--- src/rtl/edge_prescaler_pkg.sv ---
package edge_prescaler_pkg;

  // Terminal test for the prescale counter: values 0 and 1 divide by one,
  // otherwise the count wraps once it has reached n-1 (or passed it).
  function automatic logic ps_at_terminal(input int unsigned cnt, input int unsigned n);
    if (n <= 1) return 1'b1;
    return (cnt >= n - 1);
  endfunction

  // Bits needed to hold a pulse length of `cycles`.
  function automatic int unsigned ps_timer_width(input int unsigned cycles);
    return (cycles < 2) ? 1 : $clog2(cycles + 1);
  endfunction

endpackage

--- src/rtl/sync_edge_det.sv ---
module sync_edge_det #(
  parameter int SYNC_STAGES = 2
) (
  input  logic clk,
  input  logic rst_n,
  input  logic event_in,
  output logic edge_stb
);

  logic synced;
  logic prev_q;
  logic stb_q;

  generate
    if (SYNC_STAGES <= 1) begin : g_single
      logic s_q;
      always_ff @(posedge clk or negedge rst_n) begin
        if (!rst_n) s_q <= 1'b0;
        else        s_q <= event_in;
      end
      assign synced = s_q;
    end else begin : g_chain
      logic [SYNC_STAGES-1:0] chain_q;
      always_ff @(posedge clk or negedge rst_n) begin
        if (!rst_n) chain_q <= '0;
        else        chain_q <= {chain_q[SYNC_STAGES-2:0], event_in};
      end
      assign synced = chain_q[SYNC_STAGES-1];
    end
  endgenerate

  // Registered rising-edge strobe
  always_ff @(posedge clk or negedge rst_n) begin
    if (!rst_n) begin
      prev_q <= 1'b0;
      stb_q  <= 1'b0;
    end else begin
      prev_q <= synced;
      stb_q  <= synced & ~prev_q;
    end
  end

  assign edge_stb = stb_q;


  edge_once_chk: assert property (@(posedge clk) disable iff (!rst_n)
    edge_stb |=> !edge_stb);

endmodule

--- src/rtl/prescale_counter.sv ---
module prescale_counter
  import edge_prescaler_pkg::*;
#(
  parameter int PRESCALE_W = 8
) (
  input  logic                  clk,
  input  logic                  rst_n,
  input  logic                  edge_stb,
  input  logic [PRESCALE_W-1:0] prescale_n,
  output logic [PRESCALE_W-1:0] count,
  output logic                  fire
);

  logic [PRESCALE_W-1:0] cnt_q;
  logic                  at_term;

  assign at_term = ps_at_terminal(32'(cnt_q), 32'(prescale_n));
  assign fire    = edge_stb & at_term;

  always_ff @(posedge clk or negedge rst_n) begin
    if (!rst_n)        cnt_q <= '0;
    else if (fire)     cnt_q <= '0;
    else if (edge_stb) cnt_q <= cnt_q + PRESCALE_W'(1);
  end

  assign count = cnt_q;


  cnt_hold_chk: assert property (@(posedge clk) disable iff (!rst_n)
    !edge_stb |=> $stable(cnt_q));


  cnt_step_chk: assert property (@(posedge clk) disable iff (!rst_n)
    (edge_stb && !fire) |=> (cnt_q == $past(cnt_q) + PRESCALE_W'(1)));


  cnt_wrap_chk: assert property (@(posedge clk) disable iff (!rst_n)
    fire |=> (cnt_q == '0));

endmodule

--- src/rtl/pulse_timer.sv ---
module pulse_timer
  import edge_prescaler_pkg::*;
#(
  parameter int PULSE_CYCLES = 50
) (
  input  logic clk,
  input  logic rst_n,
  input  logic fire,
  output logic pulse_out
);

  localparam int TW = ps_timer_width(PULSE_CYCLES);

  logic [TW-1:0] timer_q;

  always_ff @(posedge clk or negedge rst_n) begin
    if (!rst_n)              timer_q <= '0;
    else if (fire)           timer_q <= TW'(PULSE_CYCLES);
    else if (timer_q != '0)  timer_q <= timer_q - TW'(1);
  end

  assign pulse_out = (timer_q != '0);


  pulse_start_chk: assert property (@(posedge clk) disable iff (!rst_n)
    $rose(pulse_out) |-> $past(fire));


  timer_count_chk: assert property (@(posedge clk) disable iff (!rst_n)
    (!fire && timer_q != '0) |=> (timer_q == $past(timer_q) - TW'(1)));


  reset_low_chk: assert property (@(posedge clk)
    !rst_n |=> !pulse_out);

endmodule

--- src/rtl/edge_prescaler.sv ---
module edge_prescaler
  import edge_prescaler_pkg::*;
#(
  parameter int PRESCALE_W   = 8,
  parameter int PULSE_CYCLES = 50,
  parameter int SYNC_STAGES  = 2
) (
  input  logic                  clk,
  input  logic                  rst_n,
  input  logic                  event_in,
  input  logic [PRESCALE_W-1:0] prescale_sel,
  output logic                  pulse_out
);

  // Named internal events, kept visible for the assertions
  logic                  edge_stb;
  logic                  fire;
  logic [PRESCALE_W-1:0] count;

  sync_edge_det #(
    .SYNC_STAGES(SYNC_STAGES)
  ) u_edge (
    .clk      (clk),
    .rst_n    (rst_n),
    .event_in (event_in),
    .edge_stb (edge_stb)
  );

  prescale_counter #(
    .PRESCALE_W(PRESCALE_W)
  ) u_count (
    .clk        (clk),
    .rst_n      (rst_n),
    .edge_stb   (edge_stb),
    .prescale_n (prescale_sel),
    .count      (count),
    .fire       (fire)
  );

  pulse_timer #(
    .PULSE_CYCLES(PULSE_CYCLES)
  ) u_pulse (
    .clk       (clk),
    .rst_n     (rst_n),
    .fire      (fire),
    .pulse_out (pulse_out)
  );


  div_one_chk: assert property (@(posedge clk) disable iff (!rst_n)
    (edge_stb && prescale_sel <= PRESCALE_W'(1)) |-> fire);


  no_early_fire_chk: assert property (@(posedge clk) disable iff (!rst_n)
    fire |-> (prescale_sel <= PRESCALE_W'(1) || 32'(count) + 1 >= 32'(prescale_sel)));

endmodule

--- config.mk ---
export PLATFORM = sky130hd
export DESIGN_NAME = edge_prescaler
export DESIGN_NICKNAME = d
export VERILOG_FILES = /design/src/rtl/edge_prescaler_pkg.sv /design/src/rtl/sync_edge_det.sv /design/src/rtl/prescale_counter.sv /design/src/rtl/pulse_timer.sv /design/src/rtl/edge_prescaler.sv
export SDC_FILE = /design/constraint.sdc
export NUM_CORES = 1
export LEC_CHECK = 0
export ABC_AREA = 1
export BUFFER_PORTS_ARGS = -buffer_cell sky130_fd_sc_hd__buf_2
export CORE_UTILIZATION = 58
export CTS_CLUSTER_SIZE = 14
export DETAILED_ROUTE_END_ITERATION = 16
export GPL_TIMING_DRIVEN = 0
export PLACE_DENSITY = 0.82
export SYNTH_ARGS = -nofsm -noshare
export SYNTH_HDL_FRONTEND = slang
export SYNTH_SLANG_ARGS = --single-unit
--- constraint.sdc ---
create_clock -name clk -period 1.65 [get_ports clk]
set_input_delay 0.165 -clock clk [delete_from_list [all_inputs] [get_ports clk]]
set_output_delay 0.165 -clock clk [all_outputs]
set_load 0.03 [all_outputs]
Word-level counts from Yosys, hierarchy flattened
Index checks and enable logic that the tools add are counted.
{"block": "word_totals", "regBits": 18, "inputBits": 11, "out_inout_bits": 1, "elab_cells": 23}
{"block": "classes", "n_addsub": 3, "n_lt_le_gt_ge": 2, "mux": 7, "bitwise_logic": 3, "reduce_logical": 3}
{"op": "$ge A8 B32 Y1", "n": 1}
{"op": "$mux W8", "n": 2}
{"op": "$mux W6", "n": 2}
{"op": "$sub A8 B1 Y9 const B", "n": 1}
{"op": "$add A8 B1 Y8 const B", "n": 1}
{"op": "$le A8 B1 Y1 const B", "n": 1}
{"op": "$reduce_bool A6 Y1", "n": 1}
{"op": "$sub A6 B1 Y6 const B", "n": 1}
{"op": "$reduce_bool A2 Y1", "n": 2}
{"op": "$mux W1", "n": 3}
{"op": "$and A1 B1 Y1", "n": 2}
{"op": "$not A1 Y1", "n": 1}

Depth between registers and ports, before layout
Gate-level depths: netlist (run 1).
{"block": "logic_depth", "ltp_word": 5, "ltp_mapped": 16, "depth_no_buf": 16}

Modules after synthesis
A second synthesis (run 1) with hierarchy kept.
{"block": "hier_totals", "hier_cells": 165, "area_unflattened_um2": 1298.7}
{"module": "prescale_counter", "n_inst": 1, "cells_per_inst": 114, "area_per_inst_um2": 824.5, "seq_area_each_um2": 200.2}
{"module": "pulse_timer", "n_inst": 1, "cells_per_inst": 45, "area_per_inst_um2": 364.1, "seq_area_each_um2": 150.1}
{"module": "sync_edge_det", "n_inst": 1, "cells_per_inst": 6, "area_per_inst_um2": 110.1, "seq_area_each_um2": 100.1}

Least setup slack after synthesis (run 1)
No wires, ideal clock.
{"block": "synth_timing", "path_type": "in2reg", "from": "input prescale_sel[2]", "to": "register u_pulse.timer_q[1]", "setup_ps": 121, "arrival_time_ps": 1630, "required_ps": 1529, "slack_ps": -101, "cell_stages": 12, "path_buffers": 0, "cell_sequence": "nor3_2 -> nand3b_2 -> nor2_1 -> xnor2_1 -> ha_1 -> a21oi_1 -> o21a_1 -> nand2_1 -> nand2_2 -> nand2_8 -> nand2_4 -> nand2_1"}
{"block": "synth_between", "elab_chain_cells": 5, "elab_cells_between_ends": 8, "cone_classes": "add/sub: 1; order compare: 2; mux: 3; bitwise: 1; reduce/logical: 1"}
{"element": "start: declaration", "line": "edge_prescaler.sv:11", "source": "input logic [PRESCALE_W-1:0] prescale_sel,"}
{"element": "$sub A8 B1 Y9 or $le A8 B1 Y1 (tied branches)", "line": "edge_prescaler_pkg.sv:7, edge_prescaler_pkg.sv:6"}
{"element": "$ge A8 B32 Y1 or $mux W1 (tied branches)", "line": "edge_prescaler_pkg.sv:7, edge_prescaler_pkg.sv:6"}
{"element": "$mux W1 *", "line": "edge_prescaler_pkg.sv:7", "source": "return (cnt >= n - 1);"}
{"element": "$and A1 B1 Y1 *", "line": "prescale_counter.sv:18", "source": "assign fire = edge_stb & at_term;"}
{"element": "$mux W6 or $reduce_bool A2 Y1 (tied branches)"}
{"element": "end signal: assignment", "line": "pulse_timer.sv:18", "source": "else if (fire) timer_q <= TW'(PULSE_CYCLES);"}
{"element": "end signal: assignment", "line": "pulse_timer.sv:19", "source": "else if (timer_q != '0) timer_q <= timer_q - TW'(1);"}
{"element": "end: declaration", "line": "pulse_timer.sv:14", "source": "logic [TW-1:0] timer_q;"}
Mark *: on every way between the ends. The rest lies on a longest branch, timed or not.
A chain may end at the register's enable or synchronous reset.

Worst setup path in the final report (run 1)
{"block": "layout_timing", "from": "input prescale_sel[1]", "to": "register u_pulse.timer_q[4]"}
The elaborated chain is that of the path after synthesis.

==> impl_metrics.json, run 1 <==
{
  "hold_viol": 0,
  "design_power_total_uw": 1935,
  "firstDrtPassIters": 4,
  "yosys_warnings": 0,
  "setup_violations": 6,
  "placedCellCount": 187,
  "clockRootBuffer": "clkbuf_4",
  "period_minus_slack_ps": 1685,
  "drive_gt1_share_pct": 36.00,
  "ir_drop_mv": 0.9293,
  "final_cell_count_no_fill": 202,
  "async_flop_share_pct": 100.0,
  "crit_path_max_fanout": 5,
  "grt_pass1_vias": 922,
  "vias_per_cell": 5.079,
  "grt_overflow": 0,
  "netlist_area_sq_um": 1240,
  "dp_hpwl_um": 1719,
  "clk_pin_slew_worst_paths_ps": 100,
  "r2r_slack_ps": 20,
  "route.detailed.drc": 0,
  "coreArea_sq_um": 1982,
  "die_h_um": 48.24,
  "io_buffers": 11,
  "ios": 12,
  "fmax_mhz": 593.3,
  "slew_violations": 0,
  "wl_per_cell_um": 12.17,
  "synth-edff-count": 0,
  "netlist.area_leader.share_pct": 36.33,
  "worstSetupPathType": "in2reg",
  "ys.flop_type": "dfrtp_1",
  "crit_path_end_kind": "flop",
  "vias": 1026,
  "reg2reg_depth": 11,
  "synth_nets": 172,
  "timing.rr.start": "u_count.count[2]",
  "die_area_sq_um": 2327,
  "synth_top_cell_by_area": "dfrtp_1",
  "violations": "setup timing",
  "rows": 16,
  "drv_cap": 0,
  "grt_max_degree": 19,
  "cts.sinks": 18,
  "cp.required_ps": 1840,
  "wirelength_um": 2459,
  "holdCritPathClass": "in2async",
  "cts_tree": "built",
  "ys_types": 23,
  "worst_pin_slew_ps": 782.6,
  "synthTopCellsByCount": "nand2_1, inv_1, dfrtp_1",
  "finClkSkew_ps": 10.66,
  "arrival_ps": 1870,
  "synth.most_common_cell": "nand2_1",
  "antenna_found_initial": 0,
  "r2r_end": "u_pulse.timer_q[4]",
  "fill_cells": 117,
  "cts_made_buffers": 3,
  "die_w_um": 48.24,
  "syn_avg_cell_area_sq_um": 8.322,
  "clockBufferDepth": 2,
  "grt_use_total_pct": 22.95,
  "final_nets": 199,
  "startpoint_type": "input pin",
  "outcome": "finished with violations",
  "area_growth_pct": 33.90,
  "gp_congestion": 0.7553,
  "n_antenna_cell": 0,
  "p_leak_uw": 0.0008321,
  "grt_pass1_wl_um": 3636,
  "fin_util_pct": 83.78,
  "ys_seq_area_share_pct": 36.33,
  "synth_area_leaders": "dfrtp_1, ha_1, nand2_1, xor2_1, inv_1",
  "hold_ws_ps": 306.9,
  "fin_ws_ps": -35.36,
  "rsz0062_at_grt": "yes",
  "ant_nets": 0,
  "dp_slack_ps": -438.0,
  "finalCritPeriodShare_pct": 102.1,
  "htreeDepth": 1,
  "start_util_pct": 62.56,
  "synth-seq-cells": 18,
  "netlist_instances": 149,
  "clock_latency_ps": 290,
  "drt_iter0_drc": 11,
  "slew_headroom_pct": 47.82,
  "p_per_area_nw_per_um2": 1165
}
registers in the layout, summed over array words and instances (netlist names):
name and cells:
u_count.count 8, u_edge.edge_stb 1, u_edge.g_chain.chain_q 2, u_edge.prev_q 1, u_pulse.timer_q 6
worst max-delay path, stage by stage:
cell and delay (ps):
buf_8 100, nor3_4 240, nand3b_4 130, nor2_4 140, xnor2_2 70, ha_1 330, a21oi_2 130, o21a_1 150
nand2_2 70, nand2_4 140, nand2_8 90, nand2_4 80, nand2_2 40
cell usage in the layout, fill, tap and decap left out:
cell type / netlist / routed
ha_1: 12 / 8
xnor2_1: 2 / 1
nor2_8: 1 / 1
clkbuf_8: 0 / 1
a21oi_2: 2 / 8
nand4_1: 4 / 4
a21oi_1: 10 / 2
buf_2: 0 / 7
nand2_8: 1 / 2
inv_1: 22 / 20
o21a_1: 1 / 1
ha_2: 0 / 1
nand2_4: 2 / 4
nor2_2: 1 / 1
buf_1: 1 / 1
o21ai_0: 2 / 2
xnor2_2: 0 / 1
nand2_1: 35 / 28
inv_4: 0 / 2
ha_4: 0 / 3
dfrtp_1: 18 / 18
nand2_2: 4 / 9
a21oi_4: 0 / 2
buf_8: 0 / 3
nor2_4: 0 / 3
clkbuf_4: 0 / 3
nor3_4: 0 / 1
nand3b_4: 0 / 1
dlygate4sd3_1: 0 / 2
xor2_1: 12 / 12
buf_4: 1 / 10
nor2_1: 11 / 8
nand3_1: 2 / 2
nor3_1: 3 / 3
metrics by stage:
| step | area (sq um) | setup TNS, ps |
|---|---|---|
| finish | 1660 | -134.5 |
| global route | 1660 | -1219 |
| CTS | 1535 | -57.39 |
| detailed placement | 1393 | -5697 |
| global placement | 1393 | -4906 |
| floorplan | 1304 | -920.3 |
layout make-up:
class	instances	area (sq um)	area share (%)
plain buffers	2	11.26	0.6782
flip-flops and latches	18	450.4	27.13
multi-input cells	108	873.3	52.60
well taps	27	33.78	2.035
repair buffers	21	167.7	10.10
inverters	22	87.58	5.275
clock buffers	4	36.28	2.185
worst max-delay path by stage:
stage,from,to,slack (ps),cells past startpoint
2_1_floorplan,prescale_sel[0],u_pulse.timer_q[1],-80,12
6_report,prescale_sel[1],u_pulse.timer_q[4],-40,13
5_1_grt,prescale_sel[0],u_count.count[3],-120,16
3_3_place_gp,prescale_sel[0],u_pulse.timer_q[1],-380,13
4_1_cts,prescale_sel[2],u_pulse.timer_q[4],-30,13
3_5_place_dp,prescale_sel[0],u_pulse.timer_q[0],-440,15
cell families (layout without fill, tap and decap cells):
logic type	after synthesis	count (layout)	synth area share [%]
adders and majority gates	12	12	12.11
and+or+nand+nor	66	67	27.24
buffers and inverters	24	49	7.568
xor gates and xnor gates	14	14	9.889
AOI/OAI and AO/OA	15	15	6.862
DFF	18	18	36.33
routing by layer:
layer  track usage (%)  vias up  wire, um
li1                  -      526         -
met1             24.94      476      1025
met2             42.67       17      1342
met3             2.963        7        38
met4             12.22        0        53
met5                 0        -         0
what timing repair did:
action,in CTS,in global routing
pin swaps,14,26
hold buffers,2,0
gates resized for setup,13,19
endpoints found under the setup margin,15,15
cloned,1,0
buffers inserted,2,6
hold endpoints to repair,19,0
power breakdown:
part / leakage [uW] / switching, uW / internal, uW
Combinational: 0.000588 / 524 / 404
Sequential: 0.000223 / 148 / 594
Clock: 0.0000210 / 131 / 135
Power figures use the tool's default switching activity.
==> run 2, diff against run 1 <==
CELL_PAD_IN_SITES_DETAIL_PLACEMENT = 1   (was default)
CELL_PAD_IN_SITES_GLOBAL_PLACEMENT = 1   (was default)
CORE_UTILIZATION = 43   (was 58)
PLACE_DENSITY = 0.81   (was 0.82)
TNS_END_PERCENT = 50   (was default)
==> run 2 against run 1 <==
Net effect: clock skew fell by 8.4 ps; maximum frequency fell by 0.38%; largest power group unchanged; worst hold slack improved by 22 ps; routed wire length rose by 27%; count of clock-buffer cells in the layout unchanged; global-route usage fell by 0.68 points; sequential power increased by 1%; via count grew 1.9%; the flow still finishes with violations (setup timing); first-iteration DRC count is 45% higher; register-to-register slack about the same.
==> impl_metrics.json, run 2 (synthesis results as in run 1) <==
{
  "hold_viol": 0,
  "placedCellCount": 191,
  "firstDrtPassIters": 3,
  "largest_reg_flops": 8,
  "finalCritPeriodShare_pct": 102.5,
  "p_seq_share_pct": 38.5,
  "cpMostUsedCell": "nand2_2",
  "grt_max_degree": 19,
  "netSwitchingPower_uw": 841.9,
  "fin_ws_ps": -41.75,
  "vias": 1045,
  "fmax_mhz": 591.1,
  "final_nets": 197,
  "cts_made_buffers": 3,
  "grt_overflow": 0,
  "violations": "setup timing",
  "route.detailed.drc": 0,
  "die_area_sq_um": 3102,
  "layout_commonest_cell": "nand2_1",
  "worst_pin_slew_ps": 700.5,
  "gp_congestion": 0.7365,
  "area_growth_pct": 29.67,
  "finClkSkew_ps": 2.290,
  "grt_pass1_vias": 1151,
  "p_per_area_nw_per_um2": 1216,
  "slowest_delay_ps": 310,
  "crit_path_max_fanout": 5,
  "final_cell_count_no_fill": 204,
  "crit_family": "simple AND/OR/NAND/NOR gates",
  "clockBufferDepth": 2,
  "arrival_ps": 1860,
  "grt_use_total_pct": 22.26,
  "cts_tree": "built",
  "critPathSlowestCell": "ha_2",
  "outcome": "finished with violations",
  "drive_gt1_share_pct": 35.26,
  "clk_pin_slew_worst_paths_ps": 100,
  "power_frac_clock_pct": 13.9,
  "io_buffers": 11,
  "vias_per_cell": 5.123,
  "ios": 12,
  "setup_violations": 14,
  "slew_headroom_pct": 53.30,
  "n_antenna_cell": 0,
  "cts.sinks": 18,
  "antenna_found_initial": 0,
  "rsz0062_at_grt": "yes",
  "rows": 19,
  "crit_path_end_kind": "flop",
  "die_h_um": 55.70,
  "clockRootBuffer": "clkbuf_4",
  "p_comb_share_pct": 47.6,
  "cp_num_buf_inv": 3,
  "period_minus_slack_ps": 1692,
  "wirelength_um": 3120,
  "switching_share_pct": 43.05,
  "crit_chain": "buf_4 > inv_4 > ha_4 > nand2_2 > nor2_4 > nand2_1 > xor2_1 > inv_1 > ha_2 > nand2_2 > nor2_2 > nand2_1 > nand2_2 > nand2_4 > nand2_8 > a21oi_2",
  "ir_drop_mv": 1.007,
  "ant_nets": 0,
  "p_leak_uw": 0.0008119,
  "coreArea_sq_um": 2734,
  "htreeDepth": 1,
  "die_w_um": 55.70,
  "slew_violations": 0,
  "worstSetupPathType": "in2reg",
  "wl_per_cell_um": 15.29,
  "fin_setup_tns_ps": -347.2,
  "grt_pass1_wl_um": 5244,
  "layout_common_cells": "nand2_1, inv_1, dfrtp_1",
  "holdCritPathClass": "in2async",
  "drt_iter0_drc": 16,
  "clock_latency_ps": 300,
  "p_int_uw": 1114,
  "start_util_pct": 45.35,
  "drv_cap": 0,
  "cp.required_ps": 1810,
  "dp_hpwl_um": 2165,
  "startpoint_type": "input pin"
}
## run 2: path summary, 6_finish.rpt
kind | from | to | slack (ps) | cells past startpoint
max in group asynchronous | rst_n | u_count.count[1] | 1040 | 2
setup reg to reg | u_count.count[0] | u_pulse.timer_q[1] | 10 | 12
min in group clk | u_edge.g_chain.chain_q[0] | u_edge.g_chain.chain_q[1] | 370 | 0
hold reg to reg | u_edge.g_chain.chain_q[0] | u_edge.g_chain.chain_q[1] | 370 | 0
setup / recovery | prescale_sel[0] | u_count.count[3] | -40 | 16
hold / removal | rst_n | u_count.count[7] | 330 | 2
## run 2: repair_timing
action / 4_1_cts / 5_1_grt
setup endpoints to repair: 15 / 15
hold endpoints to repair: 19 / 0
buffers inserted: 6 / 0
hold buffers: 2 / 0
pin swaps: 16 / 9
gates resized for setup: 18 / 8
cloned: 1 / 0
## run 2: cell type report
cell class | instances | area [sq um]
multi-input cells | 108 | 838.3
fillers | 324 | 1126
clock buffers | 4 | 36.28
flip-flops and latches | 18 | 450.4
inverters | 22 | 87.58
well taps | 31 | 38.79
plain buffers | 2 | 11.26
repair buffers | 19 | 145.1
## run 2: stage by stage
step                      setup slack, ps  total power (uW)  area [sq um]  hold WS [ps]  utilization (%)
after CTS                          -40.54              1918          1588         332.8            58.08
after detailed placement           -497.6              1557          1398         117.4            51.12
after global placement             -410.4              1476          1398         105.3            51.12
final                              -41.75              1955          1608         328.8            58.81
after global routing               -160.1              2117          1608         374.3            58.81
after floorplan                    -78.51              1340          1304        -130.6                -
## run 2: power by group through the flow
stage	clock [uW]	combinational (uW)	sequential (uW)
2_1_floorplan	0	635	706
3_3_place_gp	0	737	739
3_5_place_dp	0	813	745
4_1_cts	277	893	748
5_1_grt	298	1050	767
6_report	272	931	752
## run 2: worst register-to-register path: stages, from the launching register on
cell and delay, ps:
dfrtp_1 430, inv_1 90, ha_1 280, nand2_1 80, nor2_2 30, nor2_1 90, nand2_1 50, nand2_1 80
nand2_2 70, nand2_4 140, nand2_8 90, nand2_4 70, nand2_1 50
## run 2: layer usage
metal,global-route usage [%],vias to the layer above,routed length (um)
met2,45.61,15,1829
met3,2.326,6,52
met5,0,-,0
li1,-,519,-
met4,10.00,0,77
met1,21.79,505,1161
==> run 3, diff against run 2 <==
--- a/config.mk
+++ b/config.mk
@@ -7,4 +7,5 @@
 export LEC_CHECK = 0
 export ABC_AREA = 1
+export ABC_CLOCK_PERIOD_IN_PS = 1650
 export BUFFER_PORTS_ARGS = -buffer_cell sky130_fd_sc_hd__buf_2
 export CELL_PAD_IN_SITES_DETAIL_PLACEMENT = 1
==> constraint.sdc (replaced) <==
create_clock -name clk -period 1.65 [get_ports clk]
set_input_delay 0.33 -clock clk [delete_from_list [all_inputs] [get_ports clk]]
set_output_delay 0.33 -clock clk [all_outputs]
set_load 0.03 [all_outputs]
==> run 3 against run 2 <==
Net effect: the flow still finishes with violations (setup timing); global-route usage did not move; sequential share of layout area rose by 0.18 points; design area fell by 0.62%; final cell count fell by 0.49%; via count fell by 0.19%; maximum frequency fell by 8.9%; first-iteration DRC count rose by 19%; clock power barely moved; non-clock buffer count fell by 1; sequential cell count did not move; register-to-register slack barely moved; die area did not move; critical path type unchanged; critical endpoint unchanged; highest routed layer unchanged.
==> impl_metrics.json, run 3 (synthesis results as in run 1) <==
{
  "outcome": "finished with violations",
  "violations": "setup timing",
  "grt_use_total_pct": 22.26,
  "wl_per_cell_um": 15.33,
  "gp_congestion": 0.7365,
  "grt_max_degree": 19,
  "wirelength_um": 3112,
  "rsz0062_at_grt": "yes",
  "cp.required_ps": 1810,
  "ios": 12,
  "die_area_sq_um": 3102,
  "drive_gt1_share_pct": 35.47,
  "design_power_total_uw": 1954,
  "placedCellCount": 191,
  "dp_hpwl_um": 2165,
  "layout_common_cells": "nand2_1, inv_1, dfrtp_1",
  "cts_tree": "built",
  "io_buffers": 11,
  "r2r_slack_ps": 10,
  "fmax_mhz": 538.6,
  "multi_input_area_sq_um": 838.3,
  "cts.sinks": 18,
  "route.detailed.drc": 0,
  "period_minus_slack_ps": 1857,
  "vias_per_cell": 5.138,
  "n_antenna_cell": 0,
  "final_area_sq_um": 1598,
  "grt_pass1_wl_um": 5244,
  "layout_commonest_cell": "nand2_1",
  "p_per_area_nw_per_um2": 1223,
  "rows": 19,
  "finalCritPeriodShare_pct": 112.5,
  "coreArea_sq_um": 2734,
  "grt_pass1_vias": 1148,
  "grt_overflow": 0,
  "die_h_um": 55.70,
  "dp_slack_ps": -662.6,
  "clock_latency_ps": 300,
  "area_growth_pct": 28.86,
  "startpoint_type": "input pin",
  "arrival_ps": 2020,
  "p_leak_uw": 0.0008078,
  "final_cell_count_no_fill": 203,
  "cts_made_buffers": 3,
  "start_util_pct": 45.35,
  "crit_path_end_kind": "flop",
  "vias": 1043,
  "clockBufferDepth": 2,
  "fill_cells": 325,
  "firstDrtPassIters": 3,
  "slew_headroom_pct": 53.30,
  "worst_pin_slew_ps": 700.5,
  "antenna_found_initial": 0,
  "clockRootBuffer": "clkbuf_4",
  "hold_ws_ps": 130.8,
  "setup_violations": 15,
  "ir_drop_mv": 1.007,
  "slew_violations": 0,
  "ant_nets": 0,
  "worstSetupPathType": "in2reg",
  "fin_ws_ps": -206.8,
  "holdCritPathClass": "in2reg",
  "drv_cap": 0,
  "largest_reg_flops": 8,
  "ff_latch_area_sq_um": 450.4,
  "clk_pin_slew_worst_paths_ps": 100,
  "final_nets": 196,
  "finClkSkew_ps": 2.290,
  "die_w_um": 55.70,
  "drt_iter0_drc": 19,
  "hold_viol": 0,
  "placed_cell_area_sq_um": 1398,
  "crit_path_max_fanout": 5,
  "htreeDepth": 1
}
-- run 3: cell types whose count changed in the layout (fill, tap and decap cells not counted), sizes merged --
| cell | change |
|---|---|
| dlygate4sd3 | -1 |
-- run 3: final cells by class --
type	instances	area share, %
multi-input combinational	108	52.47
sequential	18	28.19
timing repair buffer	18	8.457
inverter	22	5.482
tap	31	2.428
clock buffer	4	2.271
buffer	2	0.7048
-- run 3: final timing paths --
kind                                           startpoint                         to  cells after the start
worst max-delay path                      prescale_sel[0]           u_count.count[3]                     16
worst min register to register  u_edge.g_chain.chain_q[0]  u_edge.g_chain.chain_q[1]                      0
min in group asynchronous                           rst_n           u_count.count[7]                      2
max in group asynchronous                           rst_n           u_count.count[1]                      2
worst max register to register           u_count.count[0]         u_pulse.timer_q[1]                     12
worst min-delay path                             event_in  u_edge.g_chain.chain_q[0]                      1
-- run 3: stage by stage --
| stage | TNS [ps] | util [%] |
|---|---|---|
| after floorplan | -3224 | - |
| after global placement | -7569 | 51.12 |
| after detailed placement | -9032 | 51.12 |
| after CTS | -2633 | 57.71 |
| after global routing | -4358 | 58.44 |
| final | -2789 | 58.44 |
-- run 3: repair_timing --
action / in CTS / in global routing
hold endpoints to repair: 18 / 0
pin swaps: 16 / 9
endpoints found under the setup margin: 15 / 15
hold buffers: 1 / 0
buffers inserted: 6 / 0
cloned: 1 / 0
resized for setup: 19 / 7
-- run 3: where the power goes --
part | total (uW) | internal (uW) | switching [uW]
clock network | 272 | 135 | 137
logic | 929 | 383 | 546
registers | 752 | 594 | 158
-- run 3: worst max-delay path: stages --
cell     delay, ps
buf_4          140
inv_4           60
ha_4           130
nand2_2         80
nor2_4         100
nand2_1         70
xor2_1         130
inv_1           60
ha_2           310
nand2_2         60
nor2_2         100
nand2_1         80
nand2_2         90
nand2_4        100
nand2_8        110
a21oi_2         60
-- run 3: metal layers --
metal  GRT usage, %  part of all wire, %  vias to the layer above
met3          2.326                  1.7                        6
met1          21.79                   37                      505
li1               -                    -                      517
met5              0                    0                        -
met2          45.61                   59                       15
met4          10.00                  2.5                        0
